File: src/rtl/nvram_ctrl_pkg.sv
`timescale 1ns/1ps
package nvram_ctrl_pkg;
  typedef enum logic [1:0] {
    ST_IDLE   = 2'd0,
    ST_SETUP  = 2'd1,
    ST_ACTIVE = 2'd2,
    ST_PRECH  = 2'd3
  } nv_state_e;

  function automatic int ns_to_cycles(int ns, int clk_ns);
    return (ns + clk_ns - 1) / clk_ns;
  endfunction
endpackage

File: src/rtl/nvram_phase_timer.sv
`timescale 1ns/1ps
module nvram_phase_timer #(
  parameter int W = 5
) (
  input  logic         clk_i,
  input  logic         rst_ni,
  input  logic         clr_i,
  output logic [W-1:0] cnt_o
);
  always_ff @(posedge clk_i or negedge rst_ni) begin
    if (!rst_ni)    cnt_o <= '0;
    else if (clr_i) cnt_o <= '0;
    else            cnt_o <= cnt_o + 1'b1;
  end
endmodule

File: src/rtl/nvram_row_tracker.sv
`timescale 1ns/1ps
module nvram_row_tracker #(
  parameter int ROW_W = 11,
  parameter int CNT_W = 8
) (
  input  logic             clk_i,
  input  logic             rst_ni,
  input  logic             take_i,
  input  logic [ROW_W-1:0] row_i,
  output logic [CNT_W-1:0] cnt_o
);
  logic             have_q;
  logic [ROW_W-1:0] row_q;

  always_ff @(posedge clk_i or negedge rst_ni) begin
    if (!rst_ni) begin
      have_q <= 1'b0;
      row_q  <= '0;
      cnt_o  <= '0;
    end else if (take_i) begin
      have_q <= 1'b1;
      row_q  <= row_i;
      if (have_q && row_q == row_i) begin
        if (!(&cnt_o)) cnt_o <= cnt_o + 1'b1;
      end else begin
        cnt_o <= '0;
      end
    end
  end

  // counter moves only at acceptance, by +1, to 0, or holds at max
  a_r10_row_step: assert property (@(posedge clk_i) disable iff (!rst_ni)
    take_i |=> (cnt_o == '0 || cnt_o == $past(cnt_o) + 1'b1 || ((&$past(cnt_o)) && (&cnt_o))));
  a_r10_row_hold: assert property (@(posedge clk_i) disable iff (!rst_ni)
    !take_i |=> $stable(cnt_o));
endmodule

File: src/rtl/nvram_bus_ctrl.sv
`timescale 1ns/1ps
module nvram_bus_ctrl
  import nvram_ctrl_pkg::*;
#(
  parameter int ADDR_W        = 13,
  parameter int DATA_W        = 8,
  parameter int ROW_LSB       = 2,
  parameter int ROW_CNT_W     = 8,
  parameter int CLK_PERIOD_NS = 5,
  parameter int T_ACCESS_NS   = 120,
  parameter int T_CYCLE_NS    = 180,
  parameter int T_CE_MAX_NS   = 10000
) (
  input  logic                 clk_i,
  input  logic                 rst_ni,
  input  logic                 req_valid_i,
  output logic                 req_ready_o,
  input  logic                 req_write_i,
  input  logic [ADDR_W-1:0]    req_addr_i,
  input  logic [DATA_W-1:0]    req_wdata_i,
  output logic                 rsp_valid_o,
  output logic [DATA_W-1:0]    rsp_rdata_o,
  output logic [ADDR_W-1:0]    mem_addr_o,
  output logic                 mem_ce_n_o,
  output logic                 mem_we_n_o,
  output logic                 mem_oe_n_o,
  output logic [DATA_W-1:0]    mem_dq_o,
  output logic                 mem_dq_oe_o,
  input  logic [DATA_W-1:0]    mem_dq_i,
  output logic [ROW_CNT_W-1:0] same_row_cnt_o
);
  localparam int ACC_CYC    = ns_to_cycles(T_ACCESS_NS, CLK_PERIOD_NS);
  localparam int PC_CYC     = ns_to_cycles(T_CYCLE_NS - T_ACCESS_NS, CLK_PERIOD_NS);
  localparam int CE_MAX_CYC = T_CE_MAX_NS / CLK_PERIOD_NS;
  localparam int ACT_CYC    = (ACC_CYC < CE_MAX_CYC) ? ACC_CYC : CE_MAX_CYC;
  localparam int TMR_MAX    = (ACT_CYC > PC_CYC) ? ACT_CYC : PC_CYC;
  localparam int TMR_W      = $clog2(TMR_MAX + 1);
  localparam int ROW_W      = ADDR_W - ROW_LSB;
  localparam int MON_W      = $clog2(CE_MAX_CYC + PC_CYC + 2);

  nv_state_e          st_q;
  logic               is_wr_q;
  logic [ADDR_W-1:0]  addr_q;
  logic [DATA_W-1:0]  wdata_q;
  logic [DATA_W-1:0]  rdata_q;
  logic               rvalid_q;
  logic [TMR_W-1:0]   cnt;
  logic               act_last, pc_last, tmr_clr, accept;

  assign act_last = (st_q == ST_ACTIVE) && (cnt == TMR_W'(ACT_CYC - 1));
  assign pc_last  = (st_q == ST_PRECH)  && (cnt == TMR_W'(PC_CYC - 1));
  assign tmr_clr  = (st_q == ST_IDLE) || (st_q == ST_SETUP) || act_last || pc_last;
  assign accept   = (st_q == ST_IDLE) && req_valid_i;

  nvram_phase_timer #(.W(TMR_W)) u_timer (
    .clk_i  (clk_i),
    .rst_ni (rst_ni),
    .clr_i  (tmr_clr),
    .cnt_o  (cnt)
  );

  nvram_row_tracker #(.ROW_W(ROW_W), .CNT_W(ROW_CNT_W)) u_rows (
    .clk_i  (clk_i),
    .rst_ni (rst_ni),
    .take_i (accept),
    .row_i  (req_addr_i[ADDR_W-1:ROW_LSB]),
    .cnt_o  (same_row_cnt_o)
  );

  always_ff @(posedge clk_i or negedge rst_ni) begin
    if (!rst_ni) begin
      st_q     <= ST_IDLE;
      is_wr_q  <= 1'b0;
      addr_q   <= '0;
      wdata_q  <= '0;
      rdata_q  <= '0;
      rvalid_q <= 1'b0;
    end else begin
      rvalid_q <= 1'b0;
      unique case (st_q)
        ST_IDLE: if (req_valid_i) begin
          is_wr_q <= req_write_i;
          addr_q  <= req_addr_i;
          wdata_q <= req_wdata_i;
          st_q    <= ST_SETUP;
        end
        ST_SETUP: st_q <= ST_ACTIVE;
        ST_ACTIVE: if (act_last) begin
          st_q <= ST_PRECH;
          if (!is_wr_q) begin
            rdata_q  <= mem_dq_i;
            rvalid_q <= 1'b1;
          end
        end
        ST_PRECH: if (pc_last) st_q <= ST_IDLE;
        default: st_q <= ST_IDLE;
      endcase
    end
  end

  // write enable leads chip enable by one cycle and trails it by one
  logic we_act;
  assign we_act = is_wr_q && ((st_q == ST_SETUP) || (st_q == ST_ACTIVE) ||
                              ((st_q == ST_PRECH) && (cnt == '0)));

  assign req_ready_o = (st_q == ST_IDLE);
  assign mem_addr_o  = addr_q;
  assign mem_ce_n_o  = (st_q != ST_ACTIVE);
  assign mem_we_n_o  = !we_act;
  assign mem_oe_n_o  = !((st_q == ST_ACTIVE) && !is_wr_q);
  assign mem_dq_o    = wdata_q;
  assign mem_dq_oe_o = we_act;
  assign rsp_valid_o = rvalid_q;
  assign rsp_rdata_o = rdata_q;

  // run-length monitors for the timing checks
  logic [MON_W-1:0] low_run, high_run;
  always_ff @(posedge clk_i or negedge rst_ni) begin
    if (!rst_ni) begin
      low_run  <= '0;
      high_run <= MON_W'(PC_CYC);
    end else if (!mem_ce_n_o) begin
      low_run  <= low_run + 1'b1;
      high_run <= '0;
    end else begin
      low_run  <= '0;
      if (high_run < MON_W'(PC_CYC)) high_run <= high_run + 1'b1;
    end
  end

  a_r2_ready_ce_high: assert property (@(posedge clk_i) disable iff (!rst_ni)
    req_ready_o |-> mem_ce_n_o);
  a_r3_addr_stable: assert property (@(posedge clk_i) disable iff (!rst_ni)
    !mem_ce_n_o |-> $stable(mem_addr_o));
  a_r4_ce_max: assert property (@(posedge clk_i) disable iff (!rst_ni)
    !mem_ce_n_o |-> (low_run < MON_W'(CE_MAX_CYC)));
  a_r5_precharge: assert property (@(posedge clk_i) disable iff (!rst_ni)
    $fell(mem_ce_n_o) |-> (high_run >= MON_W'(PC_CYC)));
  a_r6_we_leads_ce: assert property (@(posedge clk_i) disable iff (!rst_ni)
    ($fell(mem_ce_n_o) && !mem_we_n_o) |-> !$past(mem_we_n_o));
  a_r6_we_trails_ce: assert property (@(posedge clk_i) disable iff (!rst_ni)
    ($rose(mem_ce_n_o) && !$past(mem_we_n_o)) |-> !mem_we_n_o);
  a_r6_no_contention: assert property (@(posedge clk_i) disable iff (!rst_ni)
    mem_dq_oe_o |-> mem_oe_n_o);
  a_r7_oe_inside_ce: assert property (@(posedge clk_i) disable iff (!rst_ni)
    !mem_oe_n_o |-> (!mem_ce_n_o && mem_we_n_o));
  a_r8_rsp_at_rise: assert property (@(posedge clk_i) disable iff (!rst_ni)
    rsp_valid_o |-> $rose(mem_ce_n_o));
  a_r8_rsp_pulse: assert property (@(posedge clk_i) disable iff (!rst_ni)
    rsp_valid_o |=> !rsp_valid_o);
endmodule

File: config.mk
export PLATFORM = sky130hd
export DESIGN_NAME = nvram_bus_ctrl
export DESIGN_NICKNAME = d
export VERILOG_FILES = /design/src/rtl/nvram_ctrl_pkg.sv /design/src/rtl/nvram_phase_timer.sv /design/src/rtl/nvram_row_tracker.sv /design/src/rtl/nvram_bus_ctrl.sv
export SDC_FILE = /design/constraint.sdc
export NUM_CORES = 1
export LEC_CHECK = 0
export BUFFER_PORTS_ARGS = -buffer_cell sky130_fd_sc_hd__buf_2
export CAP_MARGIN = 15
export CORE_MARGIN = 8
export CORE_UTILIZATION = 52
export DETAILED_ROUTE_END_ITERATION = 10
export PLACE_DENSITY = 0.82
export SETUP_SLACK_MARGIN = 0.2
export SYNTH_ARGS = -nofsm -noshare
export SYNTH_HDL_FRONTEND = slang
export SYNTH_HIERARCHICAL = 1
export SYNTH_SLANG_ARGS = --single-unit
File: constraint.sdc
create_clock -name clk_i -period 2.7 [get_ports clk_i]
set_clock_uncertainty 0.1 [all_clocks]
set_input_delay 0.135 -clock clk_i [delete_from_list [all_inputs] [get_ports clk_i]]
set_output_delay 0.135 -clock clk_i [all_outputs]
set_load 0.01 [all_outputs]
---- Word level (Yosys, flattened, before mapping) ----
Index checks and enable logic that the tools add are counted.
cells by class
  add/subtract/negate cells ............... 2
  eq/ne operators ......................... 11
  mux-type cells .......................... 10
  bitwise operators ....................... 1
  reduce and logical (&&, ||, !) cells .... 22
operators with widths
  operator                                             number
  two-way mux 8 bit                                    2
  equality test 11 bit                                 1
  != test 2 bit, second input constant                 5
  adder 8 x 1 -> 8 bit, second input constant          1
  one-hot mux 2 bit (4 select lines)                   1
  AND reduction 8 bit                                  1
  logical AND 1 bit                                    7
  two-way mux 2 bit                                    3
  AND reduction 3 bit                                  2
  adder 5 x 1 -> 5 bit, second input constant          1
  equality test 5 x 4 -> 1 bit, second input constant  1
  equality test 5 bit, second input constant           1
  logical NOT 5 bit                                    1
  logical OR 1 bit                                     5
  two-way mux 5 bit                                    1
  equality test 2 bit, second input constant           2
  AND reduction 2 bit                                  2
  logical NOT 1 bit                                    3
  two-way mux 1 bit                                    3
  equality test 2 x 1 -> 1 bit, second input constant  1
  logical NOT 2 bit                                    1
  inverter 1 bit                                       1
storage, ports and cells
  register bits ........................... 58
  logic and storage cells ................. 56

---- Longest topological paths before layout ----
Gate-level depths: netlist (run 1).
  depth after elaboration ................. 5
  gate-level depth with buffers ........... 10
  depth with buffers taken out ............ 8

---- Hierarchy ----
Netlist (run 1), hierarchy kept.
modules (own cells, without submodules)
  module             instances  cells each  area an instance (um^2)  sequential area each (um^2)
  nvram_bus_ctrl     1          94          1388.8                   825.8
  nvram_row_tracker  1          93          1082.3                   500.5
  nvram_phase_timer  1          18          220.2                    125.1

---- Worst setup path after synthesis (run 1) ----
OpenSTA, ideal clock, no wires.
  path type ............................... flip-flop to flip-flop
  start ................................... register st_q[0]
  end ..................................... register u_rows.row_q[3]
  setup time .............................. 0.125 ns
  data arrival time ....................... 1.995 ns
  required time ........................... 2.475 ns
  setup slack ............................. 0.480 ns
  cell stages (with the launch flop) ...... 9
  cell sequence ........................... dfrtp_1 -> inv_1 -> ha_1 -> nand2_1 -> buf_2 -> inv_1 -> clkbuf_1 -> clkbuf_1 -> mux2_2
on the way
  word-level cells in the longest chain between the ends .. 2
RTL lines
  element                 line                     RTL
  start, declared         nvram_bus_ctrl.sv:41     nv_state_e st_q;
  start signal, assigned  nvram_bus_ctrl.sv:72     st_q <= ST_IDLE;
  start signal, assigned  nvram_bus_ctrl.sv:85     st_q <= ST_SETUP;
  start signal, assigned  nvram_bus_ctrl.sv:87     ST_SETUP: st_q <= ST_ACTIVE;
  logical NOT 2 bit       n/a
  named net req_ready_o   nvram_bus_ctrl.sv:17     output logic req_ready_o,
  logical AND 1 bit       nvram_bus_ctrl.sv:53     assign accept = (st_q == ST_IDLE) && req_valid_i;
  named net accept        nvram_bus_ctrl.sv:48     logic act_last, pc_last, tmr_clr, accept;
  end signal, assigned    nvram_row_tracker.sv:22  row_q <= row_i;
  end, declared           nvram_row_tracker.sv:13  logic [ROW_W-1:0] row_q;
The timed path passes the listed nets, and every way through them passes these cells.
A chain may end at the register's enable or synchronous reset.

---- Worst setup path after layout (run 1) ----
  start ................................... register st_q[0]
  end ..................................... register u_rows.cnt_o[1]
on the way
  word-level cells in the longest chain between the ends .. 3
RTL lines
  element                               line                     RTL
  logical NOT 2 bit                     nvram_bus_ctrl.sv:53
  logical AND 1 bit                     nvram_bus_ctrl.sv:53
  named net accept                      nvram_bus_ctrl.sv:48
  AND reduction 2 bit (no source line)  n/a
  end signal, assigned                  nvram_row_tracker.sv:24  if (!(&cnt_o)) cnt_o <= cnt_o + 1'b1;
  end, declared                         nvram_row_tracker.sv:10  output logic [CNT_W-1:0] cnt_o
The timed path passes the listed nets, and every way through them passes these cells.

==> impl_metrics.py, run 1 <==
metrics = {
    "global_route": {
        "antenna_found_initial": 1,
        "grt_pass1_wl_um": 10060,
        "overflow": 0,
        "grt_pass1_vias": 2161,
        "grt_usage_pct": 17.22,
        "grt_max_degree": 59,
    },
    "floorplan": {
        "fp.dieH_um": 87.94,
        "start_util_pct": 53.37,
        "dieWidth_um": 87.94,
        "design.core.area_um2": 5042,
        "dieArea_um2": 7733,
        "rows": 26,
        "pin_count": 76,
    },
    "synth": {
        "ys_ff_latch": 58,
        "synth-main-ff-cell": "dfrtp_1",
        "synth_largest_area_cell": "dfrtp_1",
        "ys_seq_area_share_pct": 53.93,
        "synthesis.area_um2": 2691,
        "yosysTopAreaCellShare_pct": 53.93,
        "synthesis.nets": 244,
        "synth_edf_count": 0,
        "ys.warnings.count": 6,
        "syn_area_per_cell_um2": 13.13,
        "synth_area_leaders": "dfrtp_1, mux2_2, ha_1",
        "netlist_instances": 205,
        "synthArstFlopShare_pct": 100.0,
        "ys_types": 39,
    },
    "routing": {
        "routed_wl_um": 6169,
        "drt_iter0_markers": 46,
        "postRouteAntennaNets": 0,
        "via_per_inst": 5.224,
        "drc_errors": 0,
        "dr_total_vias": 2074,
        "wl_per_cell_um": 15.54,
        "drt_first_pass_iters": 4,
    },
    "pwr": {
        "leakage_nw": 1.747,
        "power.density_nw_per_um2": 937.8,
        "peakVddDrop_uv": 634.6,
    },
    "worst_setup_path": {
        "worst-r2r-setup-slack_ns": 0.71,
        "cp-start-kind": "register",
        "crit_type": "reg -> reg",
        "crit_arrival_ns": 2.08,
        "crit_top_cell": "inv_1",
        "r2r_start": "st_q[0]",
        "ff2ff_path_depth": 8,
        "cp_slowest_cell": "dfrtp_1",
        "critPathBufInv": 3,
        "max_stage_delay_ns": 0.42,
        "worst_r2r_endpoint": "u_rows/cnt_o[1]",
        "cp_top_family": "buffers and inverters",
        "worstPathCellList": "inv_1 -> ha_1 -> nand2_1 -> inv_1 -> buf_4 -> nor2_1 -> a41oi_1 -> o21ai_0",
        "critPathRequiredTime_ns": 2.80,
        "path_max_fanout": 17,
        "end_kind": "register",
    },
    "timing": {
        "whs_ns": 0.2534,
        "tightest_slew_ns": 0.7190,
        "finalHoldViolCount": 0,
        "period_share_pct": 73.54,
        "fmax_mhz": 503.6,
        "period_needed_ns": 1.986,
        "fin_tns_setup_ns": 0,
        "rsz0062_at_grt": "no",
        "maxSlewViolCount": 0,
        "relSlewSlack_pct": 52.06,
        "finalSetupViolations": 0,
    },
    "worst_hold_path": {
        "hold_start": "req_valid_i",
        "min_to": "st_q[1]",
        "hold_class": "in -> reg",
        "whs_path_depth": 4,
    },
    "clock_network": {
        "clockBufferDepth": 2,
        "cts-buffers-inserted": 9,
        "path_clk_slew_ns": 0.06,
        "clkSinkCount": 58,
        "cts_tree": "done",
        "clk_latency_ns": 0.33,
        "root_buffer": "clkbuf_8",
        "htree_num_levels": 3,
    },
    "final_layout": {
        "nets": 360,
        "area_delta_synth_final_pct": 36.73,
        "fin_util_pct": 72.98,
        "final_cells": 397,
        "final_layout_size_suffix_gt1_share_pct": 45.40,
    },
    "run_status": {
        "status": "complete, no violations",
    },
    "run": {
        "drv_cap": 0,
    },
    "placement": {
        "place_congestion": 0.8025,
        "port_buffers": 75,
        "dp_hpwl_um": 4036,
        "placedCellCount": 349,
    },
}
-- cells in the final DEF (no fill, tap or decap), types with 2 or more instances in the layout --
cell type / n
clkinvlp_4: 2
nor2_1: 12
nor4_4: 2
a311oi_2: 2
and4_1: 2
nor2b_1: 5
dfrtp_1: 58
mux2_2: 41
a41oi_1: 5
buf_4: 4
o21ai_0: 5
mux2_4: 2
inv_1: 9
xnor2_1: 4
clkbuf_8: 11
nor3_1: 5
dlygate4sd3_1: 31
buf_2: 75
nand3_1: 6
a21oi_1: 2
or2_2: 2
xor2_1: 8
ha_1: 6
nand2_1: 6
-- how the worst max path moves through the flow --
stage	from	end	slack, ns	cells after the start
final	st_q[0]	u_rows/cnt_o[1]	0.71	8
after global routing	st_q[0]	u_rows/cnt_o[1]	0.55	8
after CTS	st_q[0]	u_rows/cnt_o[1]	0.75	8
after detailed placement	st_q[0]	rsp_rdata_o[4]	0.77	5
after global placement	st_q[0]	rsp_rdata_o[0]	0.82	5
after floorplan	st_q[0]	u_rows/row_q[3]	0.48	8
-- logic make-up (layout without fill, tap and decap cells) --
group | after synthesis | in the layout | share of synthesized area (%)
simple gates | 49 | 49 | 11.30
fa+ha+maj | 6 | 6 | 2.789
mux | 44 | 44 | 18.69
compound gates | 22 | 22 | 7.299
buf+inv | 14 | 135 | 2.092
xor+xnor | 12 | 12 | 3.905
flops | 58 | 58 | 53.93
other cells | 0 | 1 | 0
-- metal layers --
layer	wire length, um	track usage, %	part of all wire (%)
met5	0	0	0
met2	3320	29.41	54
met1	2281	17.51	37
met3	357	6.567	5.8
met4	209	10.16	3.4
-- registers in the layout, summed over array words and instances, names as in the netlist --
signal / flops
mem_dq_o: 8
mem_addr_o: 13
rsp_valid_o: 1
u_rows/have_q: 1
u_rows/cnt_o: 8
is_wr_q: 1
u_rows/row_q: 11
u_timer/cnt_o: 5
rsp_rdata_o: 8
st_q: 2
-- synth_stat cells, drive strengths merged (2+ instances only) --
cell type	count
dfrtp	58
mux2	44
nor2	13
inv	9
xor2	8
ha	6
nand2	6
nand3	6
nor3	6
a41oi	5
nor2b	5
o21ai	5
xnor2	4
buf	3
nor4	3
a21oi	2
a311oi	2
a31oi	2
and4	2
clkbuf	2
or2	2
-- per-stage QoR --
step | worst slack [ns] | total power, mW | area [um^2]
6_report | 0.7144 | 3.451 | 3680
5_1_grt | 0.5460 | 3.667 | 3680
2_1_floorplan | 0.4798 | 2.191 | 2691
4_1_cts | 0.7525 | 3.479 | 3677
3_5_place_dp | 0.7690 | 2.623 | 3162
3_3_place_gp | 0.8169 | 2.573 | 3162
-- power breakdown --
| part | internal [mW] | leakage (nW) | switching [mW] |
|---|---|---|---|
| sequential | 1.16 | 0.726 | 0.185 |
| clock | 0.475 | 0.0986 | 0.333 |
| combinational | 0.652 | 0.922 | 0.641 |
-- cell type report --
class	count	area, um^2
Inverter	9	33.78
Clock buffer	12	155.1
Fill cell	331	1363
Multi-Input combinational cell	133	1184
Clock inverter	4	50.05
Antenna cell	1	2.502
Tap cell	70	87.58
Sequential cell	58	1451
Timing Repair Buffer	110	715.7
-- what timing repair did --
action | in CTS | in global routing
setup endpoints to repair | 0 | 0
gates resized for setup | 0 | 0
endpoints found under the hold margin | 99 | 0
setup buffers | 0 | 0
hold buffers | 31 | 0
-- tightest hold or removal path: stages --
cell and delay (ns):
buf_2 0.11, nor2b_1 0.14, a2111oi_2 0.08, mux2_1 0.19
No activity file was read; power rests on OpenSTA's default activity.
==> inputs of run 2 (changes only) <==
- ABC_AREA: unset -> 1
- CORE_UTILIZATION: 52 -> 53
- clock period: 2.7 -> 2 ns (I/O delays scaled with it)
==> impl_metrics.py, run 2 <==
metrics = {
    "run_status": {
        "status": "complete, no violations",
    },
    "final_layout": {
        "nets": 539,
        "multi_input_area_um2": 1221,
        "layout_commonest_cell": "nand2_1",
        "fillers": 433,
        "largest_reg_flops": 13,
        "num_antenna_cells": 0,
        "final_layout_size_suffix_gt1_share_pct": 23.56,
        "ff_latch_area_um2": 1453,
        "final_cell_mix": "nand2_1, buf_2, dfrtp_1, inv_1, dlygate4sd3_1",
        "area_delta_synth_final_pct": 34.37,
        "fin_util_pct": 72.13,
    },
    "synth": {
        "synth_edf_count": 0,
        "synth-main-ff-cell": "dfrtp_1",
        "yosysTopAreaCellShare_pct": 50.02,
        "netlist_instances": 386,
        "ys_types": 28,
        "syn_area_per_cell_um2": 7.517,
        "synthArstFlopShare_pct": 100.0,
        "synth_area_leaders": "dfrtp_1, nand2_1, inv_1",
        "ys_ff_latch": 58,
        "synth_common_cells": "nand2_1, dfrtp_1, inv_1, nor2_1, o21ai_0",
        "ys_seq_area_share_pct": 50.02,
        "synthesis.area_um2": 2902,
        "ys.warnings.count": 6,
        "synthesis.nets": 425,
        "synth_largest_area_cell": "dfrtp_1",
        "yosysMostFrequentCell": "nand2_1",
    },
    "pwr": {
        "power.density_nw_per_um2": 1220,
        "leakage_nw": 2.173,
        "total_power_mw": 4.758,
        "peakVddDrop_uv": 968.4,
    },
    "global_route": {
        "overflow": 0,
        "grt_max_degree": 32,
        "grt_pass1_wl_um": 12720,
        "grt_usage_pct": 19.08,
        "antenna_found_initial": 0,
        "grt_pass1_vias": 2945,
    },
    "timing": {
        "fin_tns_setup_ns": 0,
        "period_needed_ns": 1.688,
        "finalHoldViolCount": 0,
        "finalSetupViolations": 0,
        "rsz0062_at_grt": "yes",
        "relSlewSlack_pct": 56.43,
        "timing.final.ws_setup_ns": 0.3123,
        "whs_ns": 0.1271,
        "period_share_pct": 84.39,
        "fmax_mhz": 592.5,
        "maxSlewViolCount": 0,
        "tightest_slew_ns": 0.6535,
    },
    "floorplan": {
        "pin_count": 76,
        "rows": 27,
        "start_util_pct": 53.68,
        "fp.dieH_um": 89.99,
        "dieArea_um2": 8098,
        "dieWidth_um": 89.99,
        "design.core.area_um2": 5405,
    },
    "placement": {
        "place_congestion": 0.8112,
        "dp_hpwl_um": 5081,
        "place_ws_ns": 0.3254,
        "port_buffers": 75,
    },
    "routing": {
        "postRouteAntennaNets": 0,
        "routed_wl_um": 7408,
        "dr_total_vias": 2792,
        "drc_errors": 0,
        "drt_first_pass_iters": 4,
        "via_per_inst": 4.839,
        "drt_iter0_markers": 107,
        "wl_per_cell_um": 12.84,
    },
    "clock_network": {
        "root_buffer": "clkbuf_8",
        "clockBufferDepth": 2,
        "path_clk_slew_ns": 0.06,
        "post_cts_buffers": 0,
        "cts_tree": "done",
        "htree_num_levels": 3,
        "cts-buffers-inserted": 9,
        "clk_latency_ns": 0.33,
        "clkSinkCount": 58,
    },
    "worst_setup_path": {
        "cp-start-kind": "register",
        "crit_type": "reg -> out",
        "critPathRequiredTime_ns": 1.80,
        "crit_arrival_ns": 1.49,
        "path_max_fanout": 4,
        "end_kind": "output pin",
    },
    "run": {
        "drv_cap": 0,
    },
    "worst_hold_path": {
        "hold_class": "in -> reg",
    },
}
[run 2: changes by cell type after synthesis, sizes merged, moves of 6 or more]
cell   change
inv       +41
nand2    +181
mux2      -44
nand3      +6
o21ai      +8
nor2      +21
xor2       -6
[run 2: report_power, final]
part           switching, mW  internal, mW  leakage, nW
clock network          0.463         0.605        0.103
logic                   1.17         0.713         1.37
registers              0.243          1.56        0.699
[run 2: per-stage QoR]
step | instance area [um^2] | instances
floorplan | 2904 | 386
global placement | 3388 | 530
detailed placement | 3388 | 530
CTS | 3894 | 577
global route | 3899 | 577
finish | 3899 | 577
[run 2: worst max-delay path, cell delays in order (launching register included)]
cell and delay [ns]:
dfrtp_1 0.39, inv_1 0.09, ha_1 0.31, inv_1 0.06, a21oi_2 0.14, inv_1 0.04, buf_2 0.13
[run 2: routing by layer]
metal	vias to the layer above	share of wire [%]	track usage [%]	wire (um)
met2	72	51	33.07	3764
met5	-	0	0	0
li1	1391	-	-	-
met1	1304	41	20.21	3015
met3	25	4.5	4.572	331
met4	0	4.0	12.76	297
[run 2: repair_timing]
item	4_1_cts	5_1_grt
gates resized for setup	0	2
hold buffers	31	0
setup endpoints to repair	0	7
hold endpoints to repair	68	0
[run 2: final cells by class]
type / instances / share of cell area (%)
clock inverter: 5 / 1.380
clock buffer: 11 / 3.626
timing repair buffer: 110 / 19.00
sequential: 58 / 37.26
tap: 72 / 2.311
inverter: 51 / 5.103
multi-input combinational: 270 / 31.32
[run 2: final timing paths]
kind | start | endpoint | slack, ns | cells after the start
setup / recovery | st_q[0] | mem_we_n_o | 0.31 | 6
hold / removal | req_valid_i | st_q[1] | 0.13 | 4
setup reg to reg | u_rows/cnt_o[0] | u_rows/cnt_o[2] | 0.35 | 10
hold reg to reg | mem_addr_o[9] | mem_addr_o[9] | 0.38 | 2
max in group asynchronous | rst_ni | u_rows/cnt_o[0] | 0.97 | 3
min in group asynchronous | rst_ni | mem_dq_o[3] | 0.23 | 2
[run 2: cell families after synthesis]
group           synth area share [%]
fa+ha+maj                      2.587
xor+xnor                       1.208
flops                          50.02
compound gates                 3.105
simple gates                   35.06
buf+inv                        8.021
==> inputs of run 3 (changes only) <==
- ABC_AREA: 1 -> 0
- CORE_UTILIZATION: 53 -> 52
- clock period: 2 -> 1.6 ns (I/O delays scaled with it)
==> impl_metrics.py, run 3 (synthesis gave the netlist of run 1 again) <==
metrics = {
    "final_layout": {
        "final_cell_mix": "buf_2, dfrtp_1, mux2_4, buf_4, dlygate4sd3_1",
        "nets": 413,
        "area_delta_synth_final_pct": 74.06,
        "layout_commonest_cell": "buf_2",
        "fin_util_pct": 92.90,
        "ff_latch_area_um2": 1461,
        "final_layout_size_suffix_gt1_share_pct": 66.40,
        "largest_reg_flops": 13,
        "multi_input_area_um2": 1574,
        "design_area_um2": 4684,
        "fillers": 154,
    },
    "worst_setup_path": {
        "critPathRequiredTime_ns": 1.73,
        "end_kind": "register",
        "crit_arrival_ns": 2.02,
        "cp_num_cells": 7,
        "critPathBufInv": 1,
        "cp-start-kind": "register",
        "ff2ff_path_depth": 7,
        "cp_slowest_cell": "dfrtp_2",
        "path_max_fanout": 3,
        "cp_top_family": "simple AND/OR/NAND/NOR gates",
        "max_stage_delay_ns": 0.44,
        "worstPathCellList": "nor2_4 -> nand2_2 -> or3_4 -> o311ai_4 -> buf_6 -> nor2b_1 -> mux2_4",
        "crit_type": "reg -> reg",
    },
    "clock_network": {
        "root_buffer": "clkbuf_8",
        "htree_num_levels": 3,
        "path_clk_slew_ns": 0.08,
        "cts_tree": "done",
        "clkSinkCount": 58,
        "clockBufferDepth": 2,
        "cts-buffers-inserted": 9,
        "clk_latency_ns": 0.35,
    },
    "run": {
        "drv_cap": 0,
    },
    "floorplan": {
        "start_util_pct": 53.37,
        "dieWidth_um": 87.94,
        "fp.dieH_um": 87.94,
        "design.core.area_um2": 5042,
        "rows": 26,
        "pin_count": 76,
        "dieArea_um2": 7733,
    },
    "global_route": {
        "grt_pass1_wl_um": 16540,
        "grt_usage_pct": 29.69,
        "overflow": 0,
        "antenna_found_initial": 0,
        "grt_pass1_vias": 2760,
        "grt_max_degree": 37,
    },
    "routing": {
        "postRouteAntennaNets": 0,
        "wl_per_cell_um": 29.75,
        "drt_first_pass_iters": 5,
        "routed_wl_um": 13360,
        "drt_iter0_markers": 319,
        "via_per_inst": 6.405,
        "drc_errors": 0,
        "dr_total_vias": 2876,
    },
    "placement": {
        "place_congestion": 0.8011,
        "dp_hpwl_um": 4680,
        "place_area_um2": 3500,
        "port_buffers": 75,
    },
    "pwr": {
        "peakVddDrop_uv": 1425,
        "leakage_nw": 2.221,
        "power.density_nw_per_um2": 1781,
    },
    "timing": {
        "period_needed_ns": 1.896,
        "finalHoldViolCount": 0,
        "rsz0062_at_grt": "yes",
        "fmax_mhz": 527.3,
        "period_share_pct": 118.5,
        "relSlewSlack_pct": 67.99,
        "tightest_slew_ns": 0.4801,
        "maxSlewViolCount": 0,
        "finalSetupViolations": 60,
        "timing.final.ws_setup_ns": -0.2963,
    },
    "worst_hold_path": {
        "whs_path_depth": 4,
        "hold_class": "in -> reg",
    },
    "run_status": {
        "violations": "negative setup slack",
        "status": "finished, violations left",
    },
}
==> run 3: cell count changes in the layout (fill, tap and decap cells not counted), moves of 6 or more <==
cell | before | now
nand2_1 | 182 | 3
inv_1 | 43 | 3
mux2_4 | 0 | 32
buf_4 | 2 | 32
nor2_1 | 29 | 6
buf_6 | 0 | 19
mux2_2 | 0 | 12
o21ai_0 | 13 | 1
dfrtp_1 | 57 | 50
dfrtp_2 | 1 | 8
nand4_1 | 6 | 0
==> run 3: worst reg2reg max path, delay by kind of cell, from the launching register on <==
kind | cells | cell delay, ns
muxes | 1 | 0.28
and+or+nand+nor | 4 | 0.71
buffers and inverters | 1 | 0.16
DFF | 1 | 0.44
AOI/OAI and AO/OA | 1 | 0.09
==> run 3: layout make-up <==
class | instances | area share, %
clock inverter | 3 | 0.3205
sequential | 58 | 31.20
clock buffer | 12 | 3.312
antenna | 1 | 0.05342
inverter | 9 | 1.202
timing repair buffer | 163 | 28.45
multi-input combinational | 133 | 33.60
tap | 70 | 1.870
==> run 3: path summary, 6_finish.rpt <==
path                                   from          endpoint  slack (ns)
hold / removal                  req_valid_i   u_rows/cnt_o[0]        0.11
min in group asynchronous            rst_ni       mem_dq_o[3]        0.20
hold reg to reg              rsp_rdata_o[3]    rsp_rdata_o[3]        0.42
setup reg to reg           u_timer/cnt_o[4]  u_timer/cnt_o[3]       -0.30
setup / recovery           u_timer/cnt_o[4]  u_timer/cnt_o[3]       -0.30
max in group asynchronous            rst_ni   u_rows/cnt_o[0]        0.77
==> run 3: where the power goes <==
group	internal [mW]	switching (mW)	total (mW)
Combinational	2.46	2.12	4.58
Sequential	1.98	0.502	2.48
Clock	0.632	0.653	1.28
Total	5.07	3.27	8.34
==> run 3: metal layers <==
metal,up-vias,routed length (um),GRT usage (%)
li1,1081,-,-
met1,1413,4546,32.54
met2,286,6532,51.09
met3,96,1321,6.473
met4,0,958,18.44
met5,-,0,0
==> run 3: repair_timing <==
item,in CTS,in global routing
endpoints found under the setup margin,61,63
endpoints found under the hold margin,99,0
cloned,3,1
pin swaps,10,14
buffers inserted,9,15
resized for setup,44,54
hold buffers,31,0
==> run 3: stage by stage <==
stage	hold WS (ns)	std cells	worst slack (ns)	TNS, ns	total power, mW
floorplan	-0.3156	205	-0.1038	-1.993	4.017
global placement	-0.02000	374	-0.1258	-0.8205	4.896
detailed placement	-0.009100	374	-0.2163	-1.681	5.008
CTS	0.08599	432	-0.1346	-1.137	6.885
global route	0.1028	448	-0.3049	-8.330	8.538
finish	0.1064	449	-0.2963	-7.144	8.342
